File: src/rtl/ictimer_pkg.sv
// Package: shared constants and the entry type of the countdown timer.
// Assumes a 4-bit register select and 32-bit data words.
package ictimer_pkg;
    localparam int SEL_W       = 4;
    localparam int SEL_INIT    = 0;
    localparam int SEL_CUR     = 1;
    localparam int SEL_DIV     = 2;
    localparam int SEL_LVT0    = 3;
    localparam int MASK_BIT    = 16;
    localparam int PER_BIT     = 17;
    localparam int DIV_CODE_W  = 3;

    // Pack the divide register bits {3,1,0} into the 3-bit code.
    function automatic logic [DIV_CODE_W-1:0] div_code(input logic [3:0] cfg);
        return {cfg[3], cfg[1], cfg[0]};
    endfunction
endpackage

File: src/rtl/timer_prescale.sv
// Prescaler: counts bus ticks since the last restart and emits a divided
// tick on every 2^((code+1) mod 2^CODE_W)-th one. Assumes the counter
// width equals the largest shift so that it wraps on a multiple of every ratio.
module timer_prescale #(
    parameter int CODE_W = 3
) (
    input  logic              clk,
    input  logic              rst_n,
    input  logic              tick,
    input  logic              restart,
    input  logic [CODE_W-1:0] code,
    output logic              div_tick
);
    localparam int PRE_W = (1 << CODE_W) - 1;

    logic [PRE_W-1:0]  pre_q;
    logic [CODE_W-1:0] shift;
    logic [PRE_W:0]    mask_wide;
    logic [PRE_W-1:0]  sel_mask;

    // Shift amount wraps so the top code selects ratio 1.
    always_comb begin
        shift     = code + CODE_W'(1);
        mask_wide = ((PRE_W+1)'(1) << shift) - (PRE_W+1)'(1);
        sel_mask  = mask_wide[PRE_W-1:0];
    end

    // Tick counter, cleared on restart.
    always_ff @(posedge clk) begin
        if (!rst_n)       pre_q <= '0;
        else if (restart) pre_q <= '0;
        else if (tick)    pre_q <= pre_q + PRE_W'(1);
    end

    assign div_tick = tick && !restart && ((pre_q & sel_mask) == sel_mask);
endmodule

File: src/rtl/timer_lvt_bank.sv
// Entry bank: NUM entries of vector and mask; entry 0 also holds the periodic
// bit. A low enable forces every mask set and writes land masked.
// Assumes at most one entry is written per cycle (one-hot wr_hit).
module timer_lvt_bank #(
    parameter int NUM   = 6,
    parameter int VEC_W = 8
) (
    input  logic                      clk,
    input  logic                      rst_n,
    input  logic                      sw_enable,
    input  logic [NUM-1:0]            wr_hit,
    input  logic [VEC_W-1:0]          wr_vec,
    input  logic                      wr_mask,
    input  logic                      wr_per,
    output logic [NUM-1:0][VEC_W-1:0] vec_o,
    output logic [NUM-1:0]            mask_o,
    output logic                      per0_o
);
    genvar i;
    generate
        for (i = 0; i < NUM; i++) begin : g_ent
            logic [VEC_W-1:0] vec_q;
            logic             mask_q;

            // Vector register of one entry.
            always_ff @(posedge clk) begin
                if (!rst_n)        vec_q <= '0;
                else if (wr_hit[i]) vec_q <= wr_vec;
            end

            // Mask register: forced while disabled, else written.
            always_ff @(posedge clk) begin
                if (!rst_n)         mask_q <= 1'b1;
                else if (!sw_enable) mask_q <= 1'b1;
                else if (wr_hit[i])  mask_q <= wr_mask;
            end

            assign vec_o[i]  = vec_q;
            assign mask_o[i] = mask_q;

            if (i == 0) begin : g_per
                logic per_q;
                // Periodic bit, present on the timer entry only.
                always_ff @(posedge clk) begin
                    if (!rst_n)        per_q <= 1'b0;
                    else if (wr_hit[i]) per_q <= wr_per;
                end
                assign per0_o = per_q;
            end
        end
    endgenerate
endmodule

File: src/rtl/timer_countdown.sv
// Countdown core: holds initial and current count, steps on divided ticks,
// reloads or stops at expiry and registers a one-cycle request with vector.
// Assumes load and div_tick are never both high (prescaler gates on restart).
module timer_countdown #(
    parameter int CNT_W = 32,
    parameter int VEC_W = 8
) (
    input  logic             clk,
    input  logic             rst_n,
    input  logic             load,
    input  logic [CNT_W-1:0] load_val,
    input  logic             div_tick,
    input  logic             periodic,
    input  logic             fire_ok,
    input  logic [VEC_W-1:0] vec_in,
    output logic [CNT_W-1:0] cur_o,
    output logic [CNT_W-1:0] init_o,
    output logic             irq_o,
    output logic [VEC_W-1:0] irq_vec_o
);
    logic [CNT_W-1:0] cur_q, init_q;
    logic             expire;

    assign expire = div_tick && !load && (cur_q == CNT_W'(1));

    // Initial count register.
    always_ff @(posedge clk) begin
        if (!rst_n)    init_q <= '0;
        else if (load) init_q <= load_val;
    end

    // Current count: load, step, reload or stop.
    always_ff @(posedge clk) begin
        if (!rst_n)                         cur_q <= '0;
        else if (load)                      cur_q <= load_val;
        else if (expire)                    cur_q <= periodic ? init_q : '0;
        else if (div_tick && cur_q != '0)   cur_q <= cur_q - CNT_W'(1);
    end

    // Request pulse, gated by enable and mask.
    always_ff @(posedge clk) begin
        if (!rst_n) irq_o <= 1'b0;
        else        irq_o <= expire && fire_ok;
    end

    // Vector captured with each request.
    always_ff @(posedge clk) begin
        if (!rst_n)                  irq_vec_o <= '0;
        else if (expire && fire_ok)  irq_vec_o <= vec_in;
    end

    assign cur_o  = cur_q;
    assign init_o = init_q;
endmodule

File: src/rtl/irq_countdown_timer.sv
// Top: register decode and read mux around prescaler, entry bank and
// countdown core. Assumes DATA_W covers the periodic bit position.
module irq_countdown_timer
    import ictimer_pkg::*;
#(
    parameter int DATA_W  = 32,
    parameter int NUM_LVT = 6,
    parameter int VEC_W   = 8
) (
    input  logic              clk,
    input  logic              rst_n,
    input  logic              bus_tick,
    input  logic              sw_enable,
    input  logic              wr_en,
    input  logic [SEL_W-1:0]  wr_sel,
    input  logic [DATA_W-1:0] wr_data,
    input  logic [SEL_W-1:0]  rd_sel,
    output logic [DATA_W-1:0] rd_data,
    output logic              irq_valid,
    output logic [VEC_W-1:0]  irq_vector
);
    logic                            load_hit;
    logic                            div_hit;
    logic [NUM_LVT-1:0]              lvt_hit;
    logic [3:0]                      div_cfg;
    logic                            div_tick;
    logic [NUM_LVT-1:0][VEC_W-1:0]   lvt_vec;
    logic [NUM_LVT-1:0]              lvt_mask;
    logic                            lvt_per0;
    logic [DATA_W-1:0]               cnt_cur, cnt_init;

    // Write decode.
    always_comb begin
        load_hit = wr_en && (wr_sel == SEL_W'(SEL_INIT));
        div_hit  = wr_en && (wr_sel == SEL_W'(SEL_DIV));
        for (int k = 0; k < NUM_LVT; k++)
            lvt_hit[k] = wr_en && (wr_sel == SEL_W'(SEL_LVT0 + k));
    end

    // Divide register, bit 2 not stored.
    always_ff @(posedge clk) begin
        if (!rst_n)       div_cfg <= '0;
        else if (div_hit) div_cfg <= {wr_data[3], 1'b0, wr_data[1:0]};
    end

    timer_prescale #(.CODE_W(DIV_CODE_W)) u_pre (
        .clk      (clk),
        .rst_n    (rst_n),
        .tick     (bus_tick),
        .restart  (load_hit),
        .code     (div_code(div_cfg)),
        .div_tick (div_tick)
    );

    timer_lvt_bank #(.NUM(NUM_LVT), .VEC_W(VEC_W)) u_lvt (
        .clk       (clk),
        .rst_n     (rst_n),
        .sw_enable (sw_enable),
        .wr_hit    (lvt_hit),
        .wr_vec    (wr_data[VEC_W-1:0]),
        .wr_mask   (wr_data[MASK_BIT]),
        .wr_per    (wr_data[PER_BIT]),
        .vec_o     (lvt_vec),
        .mask_o    (lvt_mask),
        .per0_o    (lvt_per0)
    );

    timer_countdown #(.CNT_W(DATA_W), .VEC_W(VEC_W)) u_cnt (
        .clk       (clk),
        .rst_n     (rst_n),
        .load      (load_hit),
        .load_val  (wr_data),
        .div_tick  (div_tick),
        .periodic  (lvt_per0),
        .fire_ok   (sw_enable && !lvt_mask[0]),
        .vec_in    (lvt_vec[0]),
        .cur_o     (cnt_cur),
        .init_o    (cnt_init),
        .irq_o     (irq_valid),
        .irq_vec_o (irq_vector)
    );

    // Read mux; unused selects and bits return zero.
    always_comb begin
        rd_data = '0;
        case (rd_sel)
            SEL_W'(SEL_INIT): rd_data = cnt_init;
            SEL_W'(SEL_CUR):  rd_data = cnt_cur;
            SEL_W'(SEL_DIV):  rd_data[3:0] = div_cfg;
            default: begin
                for (int k = 0; k < NUM_LVT; k++) begin
                    if (rd_sel == SEL_W'(SEL_LVT0 + k)) begin
                        rd_data[VEC_W-1:0] = lvt_vec[k];
                        rd_data[MASK_BIT]  = lvt_mask[k];
                        if (k == 0) rd_data[PER_BIT] = lvt_per0;
                    end
                end
            end
        endcase
    end
endmodule

File: config.mk
export PLATFORM = sky130hd
export DESIGN_NAME = irq_countdown_timer
export DESIGN_NICKNAME = d
export VERILOG_FILES = /design/src/rtl/ictimer_pkg.sv /design/src/rtl/timer_prescale.sv /design/src/rtl/timer_lvt_bank.sv /design/src/rtl/timer_countdown.sv /design/src/rtl/irq_countdown_timer.sv
export SDC_FILE = /design/constraint.sdc
export NUM_CORES = 1
export LEC_CHECK = 0
export BUFFER_PORTS_ARGS = -buffer_cell sky130_fd_sc_hd__buf_2
export CORE_MARGIN = 1
export CORE_UTILIZATION = 46
export CTS_CLUSTER_DIAMETER = 40
export DETAILED_ROUTE_END_ITERATION = 10
export MAX_ROUTING_LAYER = met4
export PLACE_DENSITY = 0.7
export RECOVER_POWER = 100
export SLEW_MARGIN = 20
export SYNTH_ARGS = -nofsm -noshare
export SYNTH_HDL_FRONTEND = slang
export SYNTH_SLANG_ARGS = --single-unit
File: constraint.sdc
create_clock -name clk -period 5.9 [get_ports clk]
set_input_delay 1.475 -clock clk [delete_from_list [all_inputs] [get_ports clk]]
set_output_delay 1.475 -clock clk [all_outputs]
set_load 0.01 [all_outputs]
# After elaboration in Yosys (flattened, before gate mapping)
# Cells that the tools add are included.
# classes
add_sub_neg	4
eq_ne	17
n_shift	1
mux	21
bitwise	2
n_reduce_logical	23
# ops
cell	n
32-bit two-way mux	4
8-bit two-way mux	6
32-bit by 1-bit == test with 1-bit output, second input constant	1
4-bit by 3-bit == test with 1-bit output, second input constant	8
32-bit nonzero test	1
32-bit by 1-bit subtractor with 32-bit output, second input constant	1
14-bit one-hot mux with 2 select lines	1
4-bit one-hot mux with 3 select lines	2
4-bit by 2-bit == test with 1-bit output, second input constant	4
8-bit one-hot mux with 2 select lines	1
1-bit logical AND	15
4-bit == test, second input constant	2
4-bit logical NOT	2
7-bit by 1-bit adder with 7-bit output, second input constant	1
7-bit bitwise AND	1
7-bit == test	1
1-bit by 3-bit << shifter with 7-bit output, first input constant	1
7-bit by 2-bit subtractor with 7-bit output, second input constant	1
2-bit one-hot mux with 3 select lines	1
1-bit two-way mux	5
4-bit by 1-bit == test with 1-bit output, second input constant	1
3-bit by 1-bit adder with 3-bit output, second input constant	1
3-bit nonzero test	1
1-bit logical NOT	2
4 further kinds	4
# word_totals
regBits	138
inputBits	45
elab_cells	87

# Logic depth before layout (Yosys ltp)
# depth
word_depth	10
mapped_depth	12

# Modules after synthesis
# From an unflattened synthesis, not the netlist that was laid out.
# unflattened
cells_unflattened	949
hier_area_um2	8087.8
# modules_own_cells
mod	n_inst	cells_per_inst	area_each_um2	seq_area_each_um2
timer_countdown	1	484	3990.1	1461.4
timer_lvt_bank	1	184	2123.3	1101.1
irq_countdown_timer	1	215	1431.4	60.1
timer_prescale	1	66	543.0	140.1

# Worst setup path after synthesis
# Ideal clock, no wire load.
# synth_timing
kind	input -> output
from	input port rd_sel[2]
to	output port rd_data[1]
arrival_time_ps	3088
slack_ps	1337
path_stages	7
path_cell_list	clkbuf_1 > nor2b_1 > clkbuf_1 > clkbuf_1 > a22oi_1 > a211o_1 > a32oi_1
# synth_between
elab_chain_cells	8
# synth_rtl
element	line	source
from (decl)	irq_countdown_timer.sv:17	input logic [SEL_W-1:0] rd_sel,
4-bit by 2-bit == test with 1-bit output	irq_countdown_timer.sv:92	if (rd_sel == SEL_W'(SEL_LVT0 + k)) begin
8-bit two-way mux (6 in a row)	irq_countdown_timer.sv:92	
4-bit one-hot mux with 3 select lines *	irq_countdown_timer.sv:86	case (rd_sel)
to (decl)	irq_countdown_timer.sv:18	output logic [DATA_W-1:0] rd_data,
# Every way passes the cells marked *; elsewhere a longest branch is shown, timed or not.

# Worst setup path in the final report
# layout_timing
from	input port rd_sel[2]
to	output port rd_data[0]
# Same word-level chain as after synthesis.

==> results.yml <==
die:
  fp.dieW_um: 129
  io-pin-count: 86
  start_util: 0.468
  dieHeight_um: 129
  core-area_um2: 15800
  dieArea_um2: 16600
  rows: 46
power:
  cellPowerDensity_nw_per_um2: 308
  switching_power_mw: 0.803
  swShare: 0.310
  intPower_mw: 1.78
  power.share.clock: 0.411
  leakage_nw: 3.18
  p_comb_frac: 0.184
  seqPwrFrac: 0.405
  peakVddDrop_mv: 0.236
synth:
  syn_nets: 983
  yosys.area_share.adder: 0.00675
  ys_seq_elements: 138
  ys_seq_area_frac: 0.373
  yosys.area_share.simple: 0.219
  ys_async_sr_fraction: 0
  syn_avg_cell_area_um2: 7.94
  synth.top_cell.area_share: 0.373
  synth_area_leaders: "dfxtp_1 37%, mux2i_1 9.3%, nor2_1 6.8%, nand2_1 6.5%, a21oi_1 5.5%"
  yosysWarnings: 0
  synth_edf_count: 0
  synth_xor_area_frac: 0.0130
  synth-compound-area-share: 0.242
  synth_area_um2: 7410
  synthCells: 934
  synth_top_family_by_area: "compound AO/OA/AOI/OAI gates"
  synth_flop_cell: "dfxtp_1"
  synthTopCellsByCount: "138 x dfxtp_1, 135 x nor2_1, 129 x nand2_1"
  muxShareOfSynthArea: 0.101
  yosysTopAreaCell: "dfxtp_1"
  yosysUniqueCellTypes: 65
  synth.most_common_cell: "dfxtp_1"
timing:
  final-max-slew-violation-count: 153
  grt_setup_unrepaired: "no"
  timing.max_slew.rel_slack: -0.415
  finalHoldViolCount: 0
  fin_crit_sh: 0.871
  fmax_mhz: 195
  fin_skew_ns: 0.00899
  period_minus_slack_ns: 5.14
  tns_ns: 0
  tightest_slew_ns: 2.12
  setup_viol_count_final: 0
setup_path:
  cp.arrival_ns: 3.66
  path_cells: "clkbuf_1 > inv_1 > nor3_1 > clkbuf_1 > a22oi_1 > o21ai_0 > a21oi_1 > a21oi_1 > clkbuf_1"
  path_delay_family: "buffers and inverters"
  cp_max_fo: 20
  slowest_stage: "clkbuf_1"
  critical_path_buf_inv_count: 4
  required_ns: 4.43
  crit_path_end_kind: "output pin"
  critPathMaxStageDelay_ns: 0.62
  critPathKind: "input pin to output pin"
  critPathLaunchType: "input pin"
  path_common_cell: "clkbuf_1"
  r2r_setup_slack_ns: 1.28
route:
  drt-total-wl_um: 21800
  wl_per_cell_um: 18.1
  vias: 7215
  drc: 0
  ant_nets: 0
  vias_per_cell: 5.98
  dr.pass1.iters: 7
  drt_iter0_markers: 676
final_layout:
  fill_cells: 1585
  drive_above_1_share: 0.0960
  nets: 1026
  final_cell_area_um2: 8410
  syn2layout_area_growth_pct: 13.4
  n_antenna_cell: 0
status:
  status: "finished, violations left"
  violations: "max-capacitance violations, max-slew violations"
global_route:
  grt_max_degree: 98
  grt_overflow: 0
  antenna_found_initial: 0
  grt_pass1_wl_um: 34700
  grt_usage: 0.275
  first_global_vias: 6733
cts:
  cts_resized: 0
  clock_latency_ns: 0.43
  cts_root_buf: "clkbuf_16"
  clock-sinks: 138
  cts_hold_buf: 0
  tritoncts: "built"
  htreeDepth: 4
  cts_buffers: 17
  clkTransAtPathRegs_ns: 0.06
  cts_buffer_depth: 2
  post_cts_buffers: 0
place:
  gp_congestion: 0.900
  placed_area_um2: 7940
  place_hpwl_um: 14000
  port-buffer-count: 85
flow_run:
  cap_violations: 4
min_path:
  min_path_type: "flip-flop to flip-flop"
[worst paths after layout]
check,start,to,cells past startpoint
worst min-delay path,u_lvt.g_ent[1].mask_q,u_lvt.g_ent[1].mask_q,2
worst max-delay path,rd_sel[2],rd_data[0],9
worst min register to register,u_lvt.g_ent[1].mask_q,u_lvt.g_ent[1].mask_q,2
worst max register to register,u_cnt.cur_o[12],u_cnt.irq_vec_o[5],7
[routing by layer]
layer | up-vias | GRT usage | routed length (um)
li1 | 3448 | - | -
met1 | 3466 | 0.367 | 10100
met2 | 264 | 0.419 | 9980
met3 | 37 | 0.0437 | 1330
met4 | 0 | 0.102 | 463
met5 | - | - | 0
[sequential cells by signal (all words and copies together) (netlist names)]
register	count
u_cnt.cur_o	32
u_pre.pre_q	7
u_lvt.per0_o	1
u_cnt.irq_o	1
u_cnt.init_o	32
u_lvt.g_ent.mask_q	6
u_lvt.g_ent.vec_q	48
div_cfg	3
u_cnt.irq_vec_o	8
[worst min-delay path: stages, from the launching register on]
cell and delay (ns):
dfxtp_1 0.32, mux2i_1 0.07, nand2_1 0.06
[cells in the final DEF (no fill, tap or decap), drive strengths merged, types with 12 or more instances in the layout]
cell type,synthesis,routed
a21oi,81,81
a221oi,13,13
a22o,28,28
a22oi,17,17
a2bb2oi,21,21
buf,22,54
clkbuf,52,62
dfxtp,138,138
mux2i,69,69
nand2,129,129
nand2b,12,12
nor2,135,135
nor3,19,19
nor4,14,14
o21ai,37,37
[through the flow]
stage / setup slack (ns) / hold slack, ns / instances / util / total power, mW
6_report: 0.761 / 0.472 / 1206 / 0.531 / 2.59
3_3_place_gp: 1.07 / 0.453 / 1174 / 0.502 / 1.53
3_5_place_dp: 1.08 / 0.462 / 1174 / 0.502 / 1.53
2_1_floorplan: 1.34 / 0.436 / 934 / - / 1.39
5_1_grt: 0.551 / 0.491 / 1206 / 0.531 / 2.69
4_1_cts: 1.07 / 0.471 / 1206 / 0.538 / 2.59
[cell families (layout without fill, tap and decap cells)]
family	count (synthesis)	in the layout
DFF	138	138
AOI/OAI and AO/OA	263	263
adders and majority gates	4	4
xor gates and xnor gates	11	11
and+or+nand+nor	360	360
muxes	74	74
buffers and inverters	84	140
[final cells by class]
cell class / instances / area [um2] / share of cell area
multi-input cells: 712 / 4300 / 0.512
well taps: 216 / 270 / 0.0321
repair buffers: 98 / 457 / 0.0543
flip-flops and latches: 138 / 2760 / 0.329
clock buffers: 18 / 429 / 0.0510
clock inverters: 14 / 149 / 0.0177
inverters: 10 / 37.5 / 0.00446
[power groups by stage]
stage	combinational [mW]	sequential, mW	clock [mW]
floorplan	0.353	1.04	0
global placement	0.464	1.07	0
detailed placement	0.468	1.07	0
CTS	0.472	1.05	1.07
global route	0.520	1.05	1.11
finish	0.475	1.05	1.06
Power figures use the tool's default switching activity.
